## src/rtl/bnpc_pkg.sv

```systemverilog
package bnpc_pkg;

  typedef enum logic [2:0] {
    CF_SEQ      = 3'd0,
    CF_RJMP     = 3'd1,
    CF_JMP      = 3'd2,
    CF_IJMP     = 3'd3,
    CF_EIJMP    = 3'd4,
    CF_BRANCH   = 3'd5,
    CF_SKIP_BIT = 3'd6,
    CF_SKIP_EQ  = 3'd7
  } cf_class_e;

  typedef logic [1:0] cyc_t;

  localparam cyc_t CYC_RST = 2'd0;
  localparam cyc_t CYC_1   = 2'd1;
  localparam cyc_t CYC_2   = 2'd2;
  localparam cyc_t CYC_3   = 2'd3;

endpackage

```

## src/rtl/bnpc_cond.sv

```systemverilog
// Evaluates the single-bit condition of branch and skip classes.
module bnpc_cond
  import bnpc_pkg::*;
#(
  parameter int DATA_W = 8,
  localparam int IDX_W = $clog2(DATA_W)
) (
  input  cf_class_e          cls_i,
  input  logic [DATA_W-1:0]  sreg_i,
  input  logic [IDX_W-1:0]   bit_sel_i,
  input  logic               want_set_i,
  input  logic [DATA_W-1:0]  reg_val_i,
  input  logic [DATA_W-1:0]  cmp_a_i,
  input  logic [DATA_W-1:0]  cmp_b_i,
  output logic               cond_o
);

  logic [DATA_W-1:0] sreg_pick;
  logic [DATA_W-1:0] reg_pick;
  logic              sreg_bit;
  logic              reg_bit;
  logic              operands_eq;

  // one-hot bit pick, one lane per bit position
  for (genvar g = 0; g < DATA_W; g++) begin : g_pick
    assign sreg_pick[g] = (bit_sel_i == IDX_W'(g)) & sreg_i[g];
    assign reg_pick[g]  = (bit_sel_i == IDX_W'(g)) & reg_val_i[g];
  end

  assign sreg_bit    = |sreg_pick;
  assign reg_bit     = |reg_pick;
  assign operands_eq = (cmp_a_i == cmp_b_i);

  always_comb begin
    unique case (cls_i)
      CF_BRANCH:   cond_o = (sreg_bit == want_set_i);
      CF_SKIP_BIT: cond_o = (reg_bit == want_set_i);
      CF_SKIP_EQ:  cond_o = operands_eq;
      default:     cond_o = 1'b0;
    endcase
  end

endmodule

```

## src/rtl/bnpc_addr.sv

```systemverilog
// Candidate next-PC values, all computed in parallel.
module bnpc_addr #(
  parameter int PC_W      = 22,
  parameter int PTR_W     = 16,
  parameter int BR_OFF_W  = 7,
  parameter int JMP_OFF_W = 12,
  localparam int EXT_W    = (PC_W > PTR_W) ? (PC_W - PTR_W) : 1
) (
  input  logic [PC_W-1:0]      pc_i,
  input  logic [JMP_OFF_W-1:0] offset_i,
  input  logic [PTR_W-1:0]     ptr_i,
  input  logic [EXT_W-1:0]     ext_i,
  output logic [PC_W-1:0]      seq_o,
  output logic [PC_W-1:0]      rjmp_o,
  output logic [PC_W-1:0]      rbr_o,
  output logic [PC_W-1:0]      skip1_o,
  output logic [PC_W-1:0]      skip2_o,
  output logic [PC_W-1:0]      ind_o,
  output logic [PC_W-1:0]      ind_ext_o
);

  logic [PC_W-1:0] jmp_disp;
  logic [PC_W-1:0] br_disp;

  assign jmp_disp = {{(PC_W-JMP_OFF_W){offset_i[JMP_OFF_W-1]}}, offset_i};
  assign br_disp  = {{(PC_W-BR_OFF_W){offset_i[BR_OFF_W-1]}}, offset_i[BR_OFF_W-1:0]};

  // both relative forms share the PC+1 base
  assign seq_o   = pc_i + PC_W'(1);
  assign rjmp_o  = seq_o + jmp_disp;
  assign rbr_o   = seq_o + br_disp;
  assign skip1_o = pc_i + PC_W'(2);
  assign skip2_o = pc_i + PC_W'(3);

  if (PC_W > PTR_W) begin : g_wide
    assign ind_o     = {{(PC_W-PTR_W){1'b0}}, ptr_i};
    assign ind_ext_o = {ext_i, ptr_i};
  end else begin : g_narrow
    logic ext_unused;
    assign ext_unused = ^ext_i;
    assign ind_o      = ptr_i[PC_W-1:0];
    assign ind_ext_o  = ptr_i[PC_W-1:0] | {{(PC_W-1){1'b0}}, ext_unused & 1'b0};
  end

endmodule

```

## src/rtl/bnpc_sel.sv

```systemverilog
// Chooses the next PC, cycle cost and taken flag for the class.
module bnpc_sel
  import bnpc_pkg::*;
#(
  parameter int PC_W = 22
) (
  input  cf_class_e        cls_i,
  input  logic             cond_i,
  input  logic             next_two_word_i,
  input  logic [PC_W-1:0]  seq_i,
  input  logic [PC_W-1:0]  rjmp_i,
  input  logic [PC_W-1:0]  rbr_i,
  input  logic [PC_W-1:0]  skip1_i,
  input  logic [PC_W-1:0]  skip2_i,
  input  logic [PC_W-1:0]  abs_i,
  input  logic [PC_W-1:0]  ind_i,
  input  logic [PC_W-1:0]  ind_ext_i,
  output logic [PC_W-1:0]  npc_o,
  output cyc_t             cyc_o,
  output logic             taken_o
);

  always_comb begin
    npc_o   = seq_i;
    cyc_o   = CYC_1;
    taken_o = 1'b0;
    unique case (cls_i)
      CF_SEQ: begin
        npc_o   = seq_i;
        cyc_o   = CYC_1;
        taken_o = 1'b0;
      end
      CF_RJMP: begin
        npc_o   = rjmp_i;
        cyc_o   = CYC_2;
        taken_o = 1'b1;
      end
      CF_JMP: begin
        npc_o   = abs_i;
        cyc_o   = CYC_3;
        taken_o = 1'b1;
      end
      CF_IJMP: begin
        npc_o   = ind_i;
        cyc_o   = CYC_2;
        taken_o = 1'b1;
      end
      CF_EIJMP: begin
        npc_o   = ind_ext_i;
        cyc_o   = CYC_2;
        taken_o = 1'b1;
      end
      CF_BRANCH: begin
        if (cond_i) begin
          npc_o   = rbr_i;
          cyc_o   = CYC_2;
          taken_o = 1'b1;
        end
      end
      CF_SKIP_BIT, CF_SKIP_EQ: begin
        if (cond_i) begin
          taken_o = 1'b1;
          if (next_two_word_i) begin
            npc_o = skip2_i;
            cyc_o = CYC_3;
          end else begin
            npc_o = skip1_i;
            cyc_o = CYC_2;
          end
        end
      end
      default: begin
        npc_o   = seq_i;
        cyc_o   = CYC_1;
        taken_o = 1'b0;
      end
    endcase
  end

endmodule

```

## src/rtl/bnpc_unit.sv

```systemverilog
module bnpc_unit
  import bnpc_pkg::*;
#(
  parameter int PC_W      = 22,
  parameter int PTR_W     = 16,
  parameter int DATA_W    = 8,
  parameter int BR_OFF_W  = 7,
  parameter int JMP_OFF_W = 12,
  localparam int EXT_W    = (PC_W > PTR_W) ? (PC_W - PTR_W) : 1,
  localparam int IDX_W    = $clog2(DATA_W)
) (
  input  logic                 clk,
  input  logic                 rst_n,
  input  logic [PC_W-1:0]      pc_i,
  input  logic [2:0]           cls_i,
  input  logic [DATA_W-1:0]    sreg_i,
  input  logic [JMP_OFF_W-1:0] offset_i,
  input  logic [PC_W-1:0]      target_i,
  input  logic [PTR_W-1:0]     ptr_i,
  input  logic [EXT_W-1:0]     ext_i,
  input  logic [IDX_W-1:0]     bit_sel_i,
  input  logic                 want_set_i,
  input  logic [DATA_W-1:0]    reg_val_i,
  input  logic [DATA_W-1:0]    cmp_a_i,
  input  logic [DATA_W-1:0]    cmp_b_i,
  input  logic                 next_two_word_i,
  output logic [PC_W-1:0]      npc_o,
  output logic [1:0]           cycles_o,
  output logic                 taken_o
);

  cf_class_e       cls;
  logic            cond_w;
  logic [PC_W-1:0] seq_w, rjmp_w, rbr_w, skip1_w, skip2_w, ind_w, ind_ext_w;
  logic [PC_W-1:0] npc_d, npc_q;
  cyc_t            cyc_d, cyc_q;
  logic            taken_d, taken_q;

  assign cls = cf_class_e'(cls_i);

  bnpc_cond #(.DATA_W(DATA_W)) u_cond (
    .cls_i      (cls),
    .sreg_i     (sreg_i),
    .bit_sel_i  (bit_sel_i),
    .want_set_i (want_set_i),
    .reg_val_i  (reg_val_i),
    .cmp_a_i    (cmp_a_i),
    .cmp_b_i    (cmp_b_i),
    .cond_o     (cond_w)
  );

  bnpc_addr #(
    .PC_W(PC_W), .PTR_W(PTR_W), .BR_OFF_W(BR_OFF_W), .JMP_OFF_W(JMP_OFF_W)
  ) u_addr (
    .pc_i      (pc_i),
    .offset_i  (offset_i),
    .ptr_i     (ptr_i),
    .ext_i     (ext_i),
    .seq_o     (seq_w),
    .rjmp_o    (rjmp_w),
    .rbr_o     (rbr_w),
    .skip1_o   (skip1_w),
    .skip2_o   (skip2_w),
    .ind_o     (ind_w),
    .ind_ext_o (ind_ext_w)
  );

  bnpc_sel #(.PC_W(PC_W)) u_sel (
    .cls_i           (cls),
    .cond_i          (cond_w),
    .next_two_word_i (next_two_word_i),
    .seq_i           (seq_w),
    .rjmp_i          (rjmp_w),
    .rbr_i           (rbr_w),
    .skip1_i         (skip1_w),
    .skip2_i         (skip2_w),
    .abs_i           (target_i),
    .ind_i           (ind_w),
    .ind_ext_i       (ind_ext_w),
    .npc_o           (npc_d),
    .cyc_o           (cyc_d),
    .taken_o         (taken_d)
  );

  // result register, loaded every cycle
  always_ff @(posedge clk or negedge rst_n) begin
    if (!rst_n) begin
      npc_q   <= '0;
      cyc_q   <= CYC_RST;
      taken_q <= 1'b0;
    end else begin
      npc_q   <= npc_d;
      cyc_q   <= cyc_d;
      taken_q <= taken_d;
    end
  end

  assign npc_o    = npc_q;
  assign cycles_o = cyc_q;
  assign taken_o  = taken_q;

  assert_jmp_abs_R4: assert property (@(posedge clk) disable iff (!rst_n)
    (cls_i == CF_JMP) |=> (npc_o == $past(target_i)) && (cycles_o == CYC_3));

  assert_eijmp_hi_R5: assert property (@(posedge clk) disable iff (!rst_n)
    (cls_i == CF_EIJMP) |=> (npc_o[PC_W-1:PTR_W] == $past(ext_i)));

  assert_branch_bit_R6: assert property (@(posedge clk) disable iff (!rst_n)
    ((cls_i == CF_BRANCH) && cond_w) |-> (sreg_i[bit_sel_i] == want_set_i));

  assert_fallthrough_R7: assert property (@(posedge clk) disable iff (!rst_n)
    ((cls_i inside {CF_BRANCH, CF_SKIP_BIT, CF_SKIP_EQ}) && !cond_w)
      |=> (npc_o == $past(pc_i) + PC_W'(1)) && (cycles_o == CYC_1) && !taken_o);

  assert_taken_cost_R7: assert property (@(posedge clk) disable iff (!rst_n)
    taken_o |-> (cycles_o >= CYC_2));

  assert_skip_eq_R9: assert property (@(posedge clk) disable iff (!rst_n)
    ((cls_i == CF_SKIP_EQ) && cond_w) |-> (cmp_a_i == cmp_b_i));

  assert_skip_far_R10: assert property (@(posedge clk) disable iff (!rst_n)
    ((cls_i inside {CF_SKIP_BIT, CF_SKIP_EQ}) && cond_w && next_two_word_i)
      |=> (cycles_o == CYC_3) && (npc_o == $past(pc_i) + PC_W'(3)));

endmodule

```

## config.mk

```make
export PLATFORM = sky130hd
export DESIGN_NAME = bnpc_unit
export DESIGN_NICKNAME = d
export VERILOG_FILES = /design/src/rtl/bnpc_pkg.sv /design/src/rtl/bnpc_cond.sv /design/src/rtl/bnpc_addr.sv /design/src/rtl/bnpc_sel.sv /design/src/rtl/bnpc_unit.sv
export SDC_FILE = /design/constraint.sdc
export NUM_CORES = 1
export LEC_CHECK = 0
export BUFFER_PORTS_ARGS = -buffer_cell sky130_fd_sc_hd__buf_2
export CORE_ASPECT_RATIO = 1.75
export CORE_UTILIZATION = 48
export DETAILED_ROUTE_END_ITERATION = 7
export PLACE_DENSITY_LB_ADDON = 0.25
export SYNTH_ARGS = -nofsm -noshare
export SYNTH_HDL_FRONTEND = slang
export SYNTH_SLANG_ARGS = --single-unit
```

## constraint.sdc

```tcl
create_clock -name clk -period 0.8 [get_ports clk]
set_input_delay 0.04 -clock clk [delete_from_list [all_inputs] [get_ports clk]]
set_output_delay 0.04 -clock clk [all_outputs]
set_load 0.05 [all_outputs]
```

==> summary.md, run 1 <==
| Metric | Value |
|---|---|
| Placed instance count | `about 1100` |
| Number of buffers on the longest clock path | `2` |
| Die Span X | `76.7 microns` |
| Run status | `aborted with a tool error` |
| Buffers on Ports | `roughly 140` |
| Stopped at | `global routing` |
| Top-level port count | `145` |
| Fraction of synthesis flops using an asynchronous set or reset pin | `1.00` |
| Number of buffers created by CTS | `3` |
| Adder-cell share of the synthesized area | `0.114` |
| Initial core utilization | `0.495` |
| Global-route total usage across every layer | `0.867` |
| Yosys warning total | `0` |
| Area fraction in and, or, nand and nor cells after synthesis | `0.212` |
| Vias in the first global route | `10600` |
| Die Ht | `between 100 and 150 microns` |
| Synthesized net count | `785` |
| CTS Root Cell | `clkbuf_16` |
| Synthesized area divided by synthesized cell count | `around 7.5 sq um` |
| Area fraction of the dominant cell type after synthesis | `0.133` |
| Top flip-flop cell by instance count after synthesis | `dfrtp_1` |
| Sequential element share of the synthesized area | `0.133` |
| Maximum level of the CTS H-tree | `1` |
| Half-perimeter wire length after placement | `18800 microns` |
| Main combinational cell family by area after synthesis | `compound AO/OA/AOI/OAI gates` |
| Top cells by area in the synthesized netlist | `dfrtp_1 (13%), ha_1 (11%), xnor2_1 (9.2%), a21oi_1 (5.8%), xor2_1 (5.6%)` |
| Clock net sink count | `25` |
| Netlist cell types | `74` |
| Placer's final routability congestion estimate | `1.06` |
| Post-synthesis instance total | `623` |
| Most area-hungry cell type in the Yosys netlist | `dfrtp_1` |
| Compound-Gate Fraction of Synth Area | `0.295` |
| Xor/xnor share of the synthesized area | `0.148` |
| Area of the mapped netlist | `4690 sq um` |
| Maximum number of pins on one net before global-route repair | `26` |
| First-pass GRT wire length | `68800 microns` |
| Post-synthesis sequential element count | `25` |
| Proportion of synthesized area in mux cells | `0.0499` |
| First error line in the log | `[ERROR GRT-0116] Global routing finished with congestion. Check the congestion regions in the DRC Viewer.` |
| Std-Cell Rows | `47` |
| Global route overflow | `426` |
| Number of synthesized flops with an enable pin | `0` |
per-layer routing:
metal | track usage | GRT overflow
met2 | 1.14 | 318
met5 | 0.140 | 0
met3 | 0.619 | 1
met4 | 0.971 | 105
met1 | 0.809 | 2
cells in the mapped netlist (8+ instances only):
cell type and number:
nand4_1 10, nor2_1 60, clkbuf_1 12, inv_1 20, dfrtp_1 25, o22ai_1 9
ha_1 41, nor3_1 13, xnor2_1 49, o21a_1 8, o21ai_0 40, nand3_1 20
mux2i_1 14, a21oi_1 54, a21o_1 16, xor2_1 30, nand2_1 62
metrics by stage:
stage / setup TNS (ps) / worst slack [ps] / util / instance area (sq um)
global placement: -46600 / -2420 / 0.793 / 7500
detailed placement: -49110 / -2500 / 0.793 / 7500
CTS: -38360 / -2000 / 0.948 / 8970
floorplan: -35830 / -2040 / - / 4970
timing repair:
item | in CTS
hold buffers | 1
pin swaps | 91
setup buffers | 53
endpoints found under the setup margin | 50
gates resized for setup | 215
endpoints found under the hold margin | 25
cells by family after synthesis:
| family | after synthesis |
|---|---|
| flip-flops | 25 |
| AND/OR/NAND/NOR | 207 |
| adder cells (fa/ha/maj) | 42 |
| buffers and inverters | 48 |
| multiplexers | 19 |
| AO/OA/AOI/OAI | 203 |
| XOR/XNOR | 79 |
==> inputs of run 2 (changes only) <==
--- a/config.mk
+++ b/config.mk
@@ -6,10 +6,9 @@
 export NUM_CORES = 1
 export LEC_CHECK = 0
 export BUFFER_PORTS_ARGS = -buffer_cell sky130_fd_sc_hd__buf_2
-export CORE_ASPECT_RATIO = 1.75
-export CORE_UTILIZATION = 48
+export CORE_UTILIZATION = 40
 export DETAILED_ROUTE_END_ITERATION = 7
-export PLACE_DENSITY_LB_ADDON = 0.25
+export PLACE_DENSITY_LB_ADDON = 0.15
 export SYNTH_ARGS = -nofsm -noshare
 export SYNTH_HDL_FRONTEND = slang
 export SYNTH_SLANG_ARGS = --single-unit
==> constraint.sdc (replaced) <==
create_clock -name clk -period 1 [get_ports clk]
set_input_delay 0.05 -clock clk [delete_from_list [all_inputs] [get_ports clk]]
set_output_delay 0.05 -clock clk [all_outputs]
set_load 0.05 [all_outputs]
==> run 2 against run 1 <==
Compared with the run above:
- the flow now finishes, with violations (setup timing)
- synthesized cell count did not move
- synthesized area did not move
==> summary.md, run 2 <==
| Metric | Value |
|---|---|
| Top flip-flop cell by instance count after synthesis | `dfrtp_1` |
| Most frequent cells in the layout | `buf_4 (240), buf_2 (133), nand2_1 (54)` |
| Vias in the first global route | `6222` |
| Maximum clock rate | `332 MHz` |
| Proportion of total power due to net switching | `0.445` |
| Arrival time reported for the critical path endpoint | `3140 ps` |
| Final hold viol count | `0` |
| Synthesized area divided by synthesized cell count | `7.53 sq um` |
| Top-level port count | `~150` |
| Sequential element share of the synthesized area | `0.133` |
| Crit Path Class | `in -> reg` |
| Std-Cell Rows | `39` |
| Die Ht | `roughly 110 microns` |
| Kind of capture point of the worst setup path | `flip-flop` |
| Die Span X | `110 microns` |
| Post-synthesis instance total | `approximately 620` |
| Startpoint types | `input pin` |
| Library cell contributing the largest single delay on the critical path | `a211o_1` |
| Per-cell routed wire length | `20.3 microns` |
| Ratio of total power to cell area | `860 nW/um^2` |
| DRC violation count after routing | `0` |
| Maximum level of the CTS H-tree | `1` |
| MaxCap Viol Count | `0` |
| CTS Root Cell | `clkbuf_16` |
| Combined area of the multi-input logic cells | `4920 sq um` |
| Pre-antenna DRT Iters | `5` |
| Global route overflow | `0` |
| Setup repair after global routing missed its margin | `true` |
| Initial core utilization | `0.411` |
| Initial DRC count | `around 630` |
| Minimum clock period after layout | `about 3000 ps` |
| Most area-hungry cell type in the Yosys netlist | `dfrtp_1` |
| Final Max Tran Viols | `0` |
| Most common cell in the synthesized netlist | `nand2_1` |
| Worst-path clk slew | `70 ps` |
| Dominant delay contributor by cell family on the critical path | `compound AO/OA/AOI/OAI gates` |
| Buffers on Ports | `144` |
| Internal power summed over all cells | `4.24 mW` |
| Remaining antenna violation count after routing | `0` |
| Leakage power figure | `4.14 nW` |
| Flip-flop count of the largest register, all copies and words added | `22` |
| Crit path max fanout | `6` |
| Clock net sink count | `25` |
| First-pass GRT wire length | `32300 microns` |
| Switching power total | `between 3 and 4 mW` |
| Power share of the combinational group | `0.724` |
| Clock share of power | `0.120` |
| Number of buffers on the longest clock path | `2` |
| Fill cell total of the finished layout | `796` |
| Share of power burned in registers | `0.156` |
| Area fraction of the dominant cell type after synthesis | `0.133` |
| Number of buffers created by CTS | `3` |
| Failing checks | `setup timing` |
| Yosys warning total | `0` |
| Per-cell via count in the routed design | `5.77` |
| Peak supply drop | `0.00121 V` |
| Top cells by area in the synthesized netlist | `dfrtp_1 (13%), ha_1 (11%), xnor2_1 (9.2%), a21oi_1 (5.8%), xor2_1 (5.6%)` |
| Std-Cell Core Area | `approximately 11000 sq um` |
| Total die area | `12200 sq um` |
| Netlist cell types | `74` |
| TritonCTS clock tree | `yes` |
| Peak per-stage delay on the critical path | `300 ps` |
| Fin Hold WS | `~81 ps` |
| Global-route total usage across every layer | `0.357` |
| Total stage count of the critical path | `16` |
| Post-synthesis sequential element count | `25` |
| Post-layout nets | `1180` |
| Placer's final routability congestion estimate | `roughly 1` |
| Fraction of layout cells with a size suffix above 1 | `0.577` |
| Number of antenna diodes | `0` |
| Total vias in the final route | `6688` |
| Run status | `finished, violations left` |
| Area of the mapped netlist | `4690 sq um` |
| Overall routed net length | `23600 microns` |
| Worst slew pin tran | `approximately 600 ps` |
| Sequential standard cell area | `626 sq um` |
| Kind of path behind the tightest hold check | `in -> reg` |
| Cell mode on critical path | `a21o_1` |
| Count of buffer and inverter cells on the critical path | `3` |
| Synthesized net count | `785` |
| Post-synth top cells | `nand2_1 (62), nor2_1 (60), a21oi_1 (54), xnor2_1 (49), ha_1 (41)` |
| Number of synthesized flops with an enable pin | `0` |
| Worst slew margin relative to its limit | `0.603` |
| Maximum number of pins on one net before global-route repair | `26` |
| Most common cell after layout, fill and taps aside | `buf_4` |
| Layout overhead on the synthesized area | `89.4%` |
| Worst-path cell chain | `buf_6, buf_4, nand4_1, nor2_4, xor2_2, ha_1, a21o_1, a21o_1, a211o_1, a221oi_2, buf_4, a21o_1, nand2_1, a211oi_2, xor2_1, o221ai_1` |
| Worst hold path depth | `3` |
| Required time worst endpoint | `around 1100 ps` |
| Half-perimeter wire length after placement | `roughly 17000 microns` |
| Fraction of synthesis flops using an asynchronous set or reset pin | `1.00` |
| Share of the cycle needed by the critical path after routing | `3.01` |
| Antenna violations before repair | `0` |
| Fin worst setup slack | `-2010 ps` |
| Final setup violation count | `25` |
| Worst setup timing slack at the placement stage | `-2360 ps` |
-- run 2: per-layer routing --
layer | track usage | up-vias | share of wire
met3 | 0.0564 | 78 | 0.089
li1 | - | 3088 | -
met1 | 0.450 | 3109 | 0.40
met2 | 0.606 | 413 | 0.47
met5 | 0 | - | 0
met4 | 0.146 | 0 | 0.039
-- run 2: cells by family (layout without fill, tap and decap cells) --
family	after synthesis	count (layout)	synth area share
AO/OA/AOI/OAI	203	203	0.295
XOR/XNOR	79	79	0.148
AND/OR/NAND/NOR	207	207	0.212
buffers and inverters	48	442	0.0483
adder cells (fa/ha/maj)	42	42	0.114
flip-flops	25	25	0.133
multiplexers	19	19	0.0499
-- run 2: repair_timing --
| item | CTS | global route |
|---|---|---|
| hold endpoints to repair | 25 | 0 |
| setup buffers | 31 | 23 |
| hold buffers | 1 | 0 |
| endpoints found under the setup margin | 25 | 25 |
| gates resized for setup | 138 | 73 |
| pin swaps | 99 | 76 |
-- run 2: worst min-delay path, cell delays in order --
cell	delay, ps
buf_2	100
a222oi_1	70
o21ai_1	90
-- run 2: worst paths after layout --
kind                           start                    end  slack [ps]
min                        ptr_i[12]    npc_o[12]$_DFF_PN0_          80
max in group asynchronous      rst_n  cycles_o[0]$_DFF_PN0_         260
min in group asynchronous      rst_n  cycles_o[1]$_DFF_PN0_         340
max                          pc_i[5]    npc_o[20]$_DFF_PN0_       -2010
-- run 2: power by group through the flow --
stage | combinational [mW] | sequential, mW | clock (mW)
after CTS | 4.96 | 1.19 | 0.913
after global placement | 4.34 | 1.21 | 0
after detailed placement | 4.40 | 1.21 | 0
after global routing | 5.82 | 1.20 | 0.948
after floorplan | 1.99 | 1.71 | 0
final | 5.53 | 1.19 | 0.914
-- run 2: final cells by class --
class                   instances  share of cell area
repair buffers                417               0.337
inverters                      21             0.00944
flip-flops and latches         25              0.0704
multi-input cells             550               0.554
clock buffers                   3             0.00845
clock inverters                 1            0.000564
well taps                     143              0.0201
-- run 2: metrics by stage --
stage / total power [mW] / utilization / cell area, sq um / setup TNS (ps) / instances
6_report: 7.64 / 0.778 / 8880 / -35520 / 1160
5_1_grt: 7.97 / 0.778 / 8880 / -37830 / 1160
4_1_cts: 7.07 / 0.729 / 8330 / -33870 / 1139
3_5_place_dp: 5.61 / 0.644 / 7360 / -44510 / 1105
3_3_place_gp: 5.55 / 0.644 / 7360 / -43300 / 1105
2_1_floorplan: 3.70 / - / 4970 / -31080 / 623
No activity file was read; power rests on OpenSTA's default activity.
